$ cat src/rtl/stk_pkg.sv
package stk_pkg;
  localparam int PTR_W  = 32;
  localparam int NBANK  = 2;
  localparam int CODE_W = 2;

  typedef enum logic [CODE_W-1:0] {
    LEN_BYTE  = 2'b00,
    LEN_WORD  = 2'b01,
    LEN_BAD   = 2'b10,
    LEN_DWORD = 2'b11
  } len_e;
endpackage

$ cat src/rtl/stk_len_decode.sv
module stk_len_decode
  import stk_pkg::*;
#(
  parameter int AW = PTR_W
) (
  input  logic [CODE_W-1:0] code,
  output logic              legal,
  output logic [AW-1:0]     nbytes
);
  always_comb begin
    legal  = 1'b1;
    nbytes = '0;
    case (len_e'(code))
      LEN_BYTE:  nbytes = AW'(1);
      LEN_WORD:  nbytes = AW'(2);
      LEN_DWORD: nbytes = AW'(4);
      default: begin
        legal  = 1'b0;
        nbytes = '0;
      end
    endcase
  end

  // a legal code always yields a single power-of-two step
  always_comb begin
    p_len_onehot_r5: assert (!legal || $onehot(nbytes));
  end
endmodule

$ cat src/rtl/stk_ptr_reg.sv
module stk_ptr_reg #(
  parameter int AW = 32
) (
  input  logic          clk,
  input  logic          rst,
  input  logic          ld_en,
  input  logic [AW-1:0] ld_val,
  input  logic          step_en,
  input  logic          step_dn,
  input  logic [AW-1:0] nbytes,
  output logic [AW-1:0] q,
  output logic [AW-1:0] q_dn
);
  assign q_dn = q - nbytes;

  always_ff @(posedge clk) begin
    if (rst)          q <= '0;
    else if (ld_en)   q <= ld_val;
    else if (step_en) q <= step_dn ? q_dn : (q + nbytes);
  end
endmodule

$ cat src/rtl/stk_mode_reg.sv
module stk_mode_reg (
  input  logic clk,
  input  logic rst,
  input  logic trap_enter,
  input  logic wr_en,
  input  logic wr_val,
  output logic sel_q
);
  always_ff @(posedge clk) begin
    if (rst)             sel_q <= 1'b0;
    else if (trap_enter) sel_q <= 1'b0;
    else if (wr_en)      sel_q <= wr_val;
  end
endmodule

$ cat src/rtl/stack_ptr_bank.sv
module stack_ptr_bank
  import stk_pkg::*;
#(
  parameter int AW = PTR_W
) (
  input  logic              clk,
  input  logic              rst,
  input  logic              push_req,
  input  logic              pop_req,
  input  logic [CODE_W-1:0] len_code,
  input  logic              trap_enter,
  input  logic              sel_wr_en,
  input  logic              sel_wr_val,
  input  logic              ld0_en,
  input  logic [AW-1:0]     ld0_val,
  input  logic              ld1_en,
  input  logic [AW-1:0]     ld1_val,
  output logic              sel,
  output logic [AW-1:0]     sp0,
  output logic [AW-1:0]     sp1,
  output logic [AW-1:0]     sp_active,
  output logic              acc_valid,
  output logic              acc_write,
  output logic              acc_bank,
  output logic [AW-1:0]     acc_addr,
  output logic              err
);
  logic          legal;
  logic [AW-1:0] nbytes;
  logic [AW-1:0] sp_q  [NBANK];
  logic [AW-1:0] sp_dn [NBANK];
  logic          ld_en [NBANK];
  logic [AW-1:0] ld_val[NBANK];
  logic          step_en[NBANK];
  logic          req, bad, act_ld, go;

  stk_len_decode #(.AW(AW)) u_len (
    .code(len_code), .legal(legal), .nbytes(nbytes)
  );

  stk_mode_reg u_mode (
    .clk(clk), .rst(rst), .trap_enter(trap_enter),
    .wr_en(sel_wr_en), .wr_val(sel_wr_val), .sel_q(sel)
  );

  assign ld_en[0]  = ld0_en;
  assign ld_en[1]  = ld1_en;
  assign ld_val[0] = ld0_val;
  assign ld_val[1] = ld1_val;

  assign req    = push_req | pop_req;
  assign bad    = req & ((push_req & pop_req) | ~legal);
  assign act_ld = ld_en[sel];
  assign go     = req & ~bad & ~act_ld;

  for (genvar b = 0; b < NBANK; b++) begin : g_bank
    assign step_en[b] = go & (sel == 1'(b));
    stk_ptr_reg #(.AW(AW)) u_ptr (
      .clk(clk), .rst(rst),
      .ld_en(ld_en[b]), .ld_val(ld_val[b]),
      .step_en(step_en[b]), .step_dn(push_req),
      .nbytes(nbytes), .q(sp_q[b]), .q_dn(sp_dn[b])
    );
  end

  assign sp0       = sp_q[0];
  assign sp1       = sp_q[1];
  assign sp_active = sp_q[sel];

  always_ff @(posedge clk) begin
    if (rst) begin
      acc_valid <= 1'b0;
      acc_write <= 1'b0;
      acc_bank  <= 1'b0;
      acc_addr  <= '0;
      err       <= 1'b0;
    end else begin
      acc_valid <= go;
      err       <= bad;
      if (go) begin
        acc_write <= push_req;
        acc_bank  <= sel;
        acc_addr  <= push_req ? sp_dn[sel] : sp_q[sel];
      end
    end
  end

  // after a push the used bank holds exactly the write address
  p_push_addr_r3: assert property (@(posedge clk) disable iff (rst)
    (acc_valid && acc_write) |-> ((acc_bank ? sp1 : sp0) == acc_addr));

  // after a pop the used bank sits one legal length above the read address
  p_pop_step_r4: assert property (@(posedge clk) disable iff (rst)
    (acc_valid && !acc_write) |->
      ((acc_bank ? sp1 : sp0) - acc_addr == AW'(1) ||
       (acc_bank ? sp1 : sp0) - acc_addr == AW'(2) ||
       (acc_bank ? sp1 : sp0) - acc_addr == AW'(4)));

  // a rejection never comes with an access
  p_err_excl_r6: assert property (@(posedge clk) disable iff (rst)
    err |-> !acc_valid);

  // a push and a pop together are refused and nothing moves
  p_dual_hold_r7: assert property (@(posedge clk) disable iff (rst)
    (!$past(rst) && $past(push_req && pop_req && !ld0_en && !ld1_en))
      |-> (err && $stable(sp0) && $stable(sp1)));

  // trap entry always leaves the interrupt bank selected
  p_trap_clr_r8: assert property (@(posedge clk) disable iff (rst)
    (!$past(rst) && $past(trap_enter)) |-> !sel);
endmodule

$ cat config.mk
export PLATFORM = sky130hd
export DESIGN_NAME = stack_ptr_bank
export DESIGN_NICKNAME = d
export VERILOG_FILES = /design/src/rtl/stk_pkg.sv /design/src/rtl/stk_len_decode.sv /design/src/rtl/stk_ptr_reg.sv /design/src/rtl/stk_mode_reg.sv /design/src/rtl/stack_ptr_bank.sv
export SDC_FILE = /design/constraint.sdc
export NUM_CORES = 1
export LEC_CHECK = 0
export BUFFER_PORTS_ARGS = -buffer_cell sky130_fd_sc_hd__buf_4
export CORE_ASPECT_RATIO = 2
export CORE_MARGIN = 3
export CORE_UTILIZATION = 30
export CTS_BUF_LIST = sky130_fd_sc_hd__clkbuf_16
export DETAILED_ROUTE_END_ITERATION = 10
export SLEW_MARGIN = 40
export SYNTH_ARGS = -nofsm -noshare
export SYNTH_HDL_FRONTEND = slang
export SYNTH_SLANG_ARGS = --single-unit
$ cat constraint.sdc
create_clock -name clk -period 2.3 [get_ports clk]
set_input_delay 0.115 -clock clk [delete_from_list [all_inputs] [get_ports clk]]
set_output_delay 0.115 -clock clk [all_outputs]
set_load 0.02 [all_outputs]
==> impl.org <==
** Timing
- Shortest period the worst path allows :: 2.411 ns
- FMAX :: 414.7 MHz
- Worst hold slack across all endpoints :: 0.01304 ns
- Count of endpoints failing hold in the final timing report :: 0
- Setup repair after global routing missed its margin :: yes
- Post-layout worst setup margin :: -0.1113 ns
- Between clock sinks in the finished design, the worst skew comes to 0.01308 ns.
- For the pin with the worst max-slew slack, the measured transition is 0.5984 ns.
- Measured against its own limit, the worst slew margin works out to 60.11%.
- The final number of max-transition violations is 0.
- Final period util :: 104.8%
- Number of setup violations in the final report :: 11

** Synth
- Of the total synthesized cell area, the portion taken by AND, OR, NAND and NOR gates is 28.78%.
- Commonest register cell after synthesis :: sky130_fd_sc_hd__dfxtp_1
- The number of nets handed over by synthesis was 1206.
- Synthesized flop and latch total :: 101
- Yosys warning total :: 0
- Distinct cells, synth :: 75
- Synthesis produced 1115 cells.
- The portion of synthesized area spent on multiplexers is 5.941%.
- After Yosys synthesis, full adders, half adders and majority gates account for 2.832% of the synthesized area.
- After synthesis, the share of flip-flops with an asynchronous set or reset is 0%.
- By area, the combinational part of the netlist is dominated by simple AND/OR/NAND/NOR gates.
- The synthesized netlist occupies a cell area of 0.008129 mm².
- Summing the areas of all compound-gate instances in the mapped netlist gives 21.06% of the synthesized area.
- Count of flip-flops with a built-in enable after synthesis :: 0
- For this run, the register share of the synthesized area comes to 24.87%.
- Parity-gate share of the synthesized area counting xor and xnor cells :: 10.13%
- Dividing the synthesized area by the synthesized cell count gives 7.291 µm².

** Detailed routing
- Detailed-router iteration count before antenna repair :: 8
- In the final routed layout, each cell accounts on average for 21.99 µm.
- In this run, the number of DRC markers left after iteration 0 of detailed routing was 673.
- In the routed layout, each cell is associated on average with a via count of 5.560.
- Routed wire length :: 40.40 mm
- The final route contains 10214 vias.
- Post-detailed-route DRC marker count :: 0
- Post-DRT Antenna Nets :: 0

** Setup path
- STA puts the critical path data required time at 2.62 ns.
- Data arrives at the worst endpoint at 2.74 ns.
- Element type at the critical path end :: register
- Together, buffers and inverters on the worst path number 2.
- Delay contributed by the slowest stage of the critical path :: 0.60 ns
- The critical path in this run is classified as reg -> reg.
- The kind of cell with the highest combined delay along the critical path is simple AND/OR/NAND/NOR gates.
- Cell with the biggest individual delay on the critical path :: sky130_fd_sc_hd__or4_4
- Kind of launch point of the worst setup path :: register
- In this run the worst path has a maximum fanout of 5.
- Traced cell by cell, the critical path runs through or4_4 -> nor3_4 -> buf_6 -> nand4_1 -> buf_6 -> or4_4 -> a31oi_4 -> o41ai_1 -> o21ai_1.

** Placed design
- Placed cell areas :: 0.01137 mm²
- After detailed placement, the design holds a cell count of 1760.
- Once detailed placement completed, the half-perimeter wirelength came to 31.62 mm.
- Final weighted congestion in routability-driven placement :: 0.9731
- Port Buffer Count :: 207
- Setup WS pre-CTS :: -0.2942 ns

** Die
- In this run the horizontal extent of the chip is 122.4 µm.
- The die is 238.8 µm tall.
- In this run the core area contains 84 standard-cell rows.
- For this configuration, the core starts out at a cell density of 30.69%.
- Floorplan die area :: 0.02923 mm²
- Boundary pin count :: 208
- Standard cell core area :: 0.02649 mm²

** Finish
- Antenna Cells :: 0
- Leaving out fill and tap cells, the most frequent cells in the layout are 398 x sky130_fd_sc_hd__buf_4, 119 x sky130_fd_sc_hd__nand2_1, 117 x sky130_fd_sc_hd__nor2_1, 82 x sky130_fd_sc_hd__dfxtp_1, 57 x sky130_fd_sc_hd__a21oi_1.
- Cells fill 48.89% of the core in the end.
- The library cell used most frequently in the layout, excluding fill and tap cells, is sky130_fd_sc_hd__buf_4.
- Count of non-filler cells in the finished layout :: 1837
- Relative to the synthesized area, the layout overhead comes to 59.30%.
- Total of fill cells in the finished design :: 2643
- Share of cells above drive strength 1 :: 41.59%
- Cell area after layout :: 0.01295 mm²
- Final layout net count :: 1579

** Clock tree
- TritonCTS Sinks :: 101
- TritonCTS created 9 clock buffers.
- TritonCTS clock tree :: built
- For the worst-skew pair, the clock arrives at the later sink with an insertion delay of 0.40 ns.
- Clock-pin slew was measured on the worst setup and hold paths at 0.09 ns.
- The H-tree generated during clock tree synthesis spans 3 levels.
- The cell sitting at the root of the clock tree is a sky130_fd_sc_hd__clkbuf_16.
- CTS max path bufs :: 2

** Pwr
- Power density relative to cell area :: 472.5 mW/mm²
- Leakage power :: 5.319 nW
- Highest ir drop seen on vdd :: 0.4098 mV

** GRT
- Entering global routing, the biggest net connects 44 pins.
- Wire length of the first global-routing pass :: 59.24 mm
- The initial antenna violation count came to 0.
- In the global route stage, overall resource usage came out at 27.05%.
- The via count of the first global-routing pass is 10124.
- Overall overflow remaining after global route :: 0

** Run status
- Outcome :: complete, but fails checks
- The checks that failed: setup timing.

** Run
- Across the run, the number of max-cap violations was 0.

** Min path
- The worst hold path belongs to the class in -> reg.
[timing repair]
item | 4_1_cts | 5_1_grt
hold buffers | 46 | 0
setup endpoints to repair | 50 | 69
pin swaps | 28 | 74
buffers inserted | 6 | 13
gates resized for setup | 54 | 105
endpoints found under the hold margin | 46 | 0
[power by group]
group          internal [mW]  total, mW  switching (mW)
Clock                  0.753       1.61           0.853
Combinational           1.11       2.53            1.41
Sequential              1.87       1.98           0.118
[final timing paths]
path,from,to,slack (ns),cells after the start
max,g_bank[1].u_ptr.q[8],g_bank[1].u_ptr.q[25],-0.11,9
min,ld0_val[27],g_bank[0].u_ptr.q[27],0.01,3
max reg2reg,g_bank[1].u_ptr.q[8],g_bank[1].u_ptr.q[25],-0.11,9
min reg2reg,acc_addr[9],acc_addr[9],0.46,2
[synth_stat cells, drive strengths merged (4+ instances only)]
| cell | number | area (µm²) |
|---|---|---|
| fa | 4 | 80.08 |
| and4 | 5 | 43.79 |
| o2111ai | 5 | 43.79 |
| nor3 | 48 | 275.3 |
| nor2 | 122 | 465.5 |
| inv | 28 | 105.1 |
| xor2 | 45 | 394.1 |
| o221a | 5 | 56.30 |
| nor4 | 21 | 186.4 |
| xnor2 | 49 | 429.2 |
| nand3 | 37 | 190.2 |
| a22oi | 7 | 52.55 |
| or3 | 15 | 93.84 |
| a31oi | 10 | 62.56 |
| nand2b | 7 | 43.79 |
| a221oi | 5 | 43.79 |
| or4 | 10 | 82.58 |
| o221ai | 5 | 43.79 |
| ha | 12 | 150.1 |
| or2 | 5 | 31.28 |
| mux2i | 19 | 190.2 |
| a222oi | 4 | 40.04 |
| and3 | 21 | 131.4 |
| a211oi | 17 | 127.6 |
| mux2 | 26 | 292.8 |
| o211ai | 7 | 52.55 |
| a311oi | 11 | 96.34 |
| a21oi | 73 | 365.4 |
| o211a | 4 | 40.04 |
| nand2 | 123 | 464.2 |
| o32ai | 5 | 43.79 |
| nand4 | 32 | 200.2 |
| clkbuf | 77 | 291.5 |
| o22ai | 8 | 50.05 |
| o21ai | 69 | 345.3 |
| dfxtp | 101 | 2022 |
| buf | 26 | 118.9 |
[stage by stage]
stage | setup TNS [ns] | power, mW
floorplan | -0.3916 | 3.235
global placement | -7.031 | 4.273
detailed placement | -8.726 | 4.279
CTS | -0.2723 | 5.990
global route | -3.084 | 6.367
finish | -0.4296 | 6.119
[cell families (layout without fill, tap and decap cells)]
kind of cell / count (synthesis) / after routing
DFF: 101 / 101
xor gates and xnor gates: 94 / 94
and+or+nand+nor: 463 / 463
adders and majority gates: 16 / 16
buffers and inverters: 132 / 510
AOI/OAI and AO/OA: 264 / 264
muxes: 45 / 45
[routing by layer]
metal  part of all wire, %  vias up  wire (µm)  GRT usage (%)
li1                      -     4778          -              -
met1                    36     4851      14360          28.87
met2                    52      446      21020          48.33
met3                   5.1      139       2044          3.599
met4                   7.3        0       2969          18.49
met5                     0        -          0              0
[worst min-delay path, stage by stage]
cell                       delay (ns)
sky130_fd_sc_hd__buf_4           0.11
sky130_fd_sc_hd__nor2_1          0.08
sky130_fd_sc_hd__a211oi_1        0.06
[flip-flops by register name (all words and copies together), names as in the netlist]
name,cells
err,1
acc_valid,1
acc_bank,1
acc_write,1
u_mode.sel_q,1
g_bank.u_ptr.q,64
acc_addr,32
[layout make-up]
| class | count | area [µm²] | area share, % |
|---|---|---|---|
| timing repair buffer | 465 | 3694 | 28.52 |
| inverter | 29 | 111.4 | 0.8599 |
| sequential | 101 | 2058 | 15.89 |
| tap | 344 | 430.4 | 3.324 |
| clock buffer | 9 | 225.2 | 1.739 |
| clock inverter | 7 | 58.81 | 0.4541 |
| multi-input combinational | 882 | 6372 | 49.21 |
(Power assumes the default switching activity.)
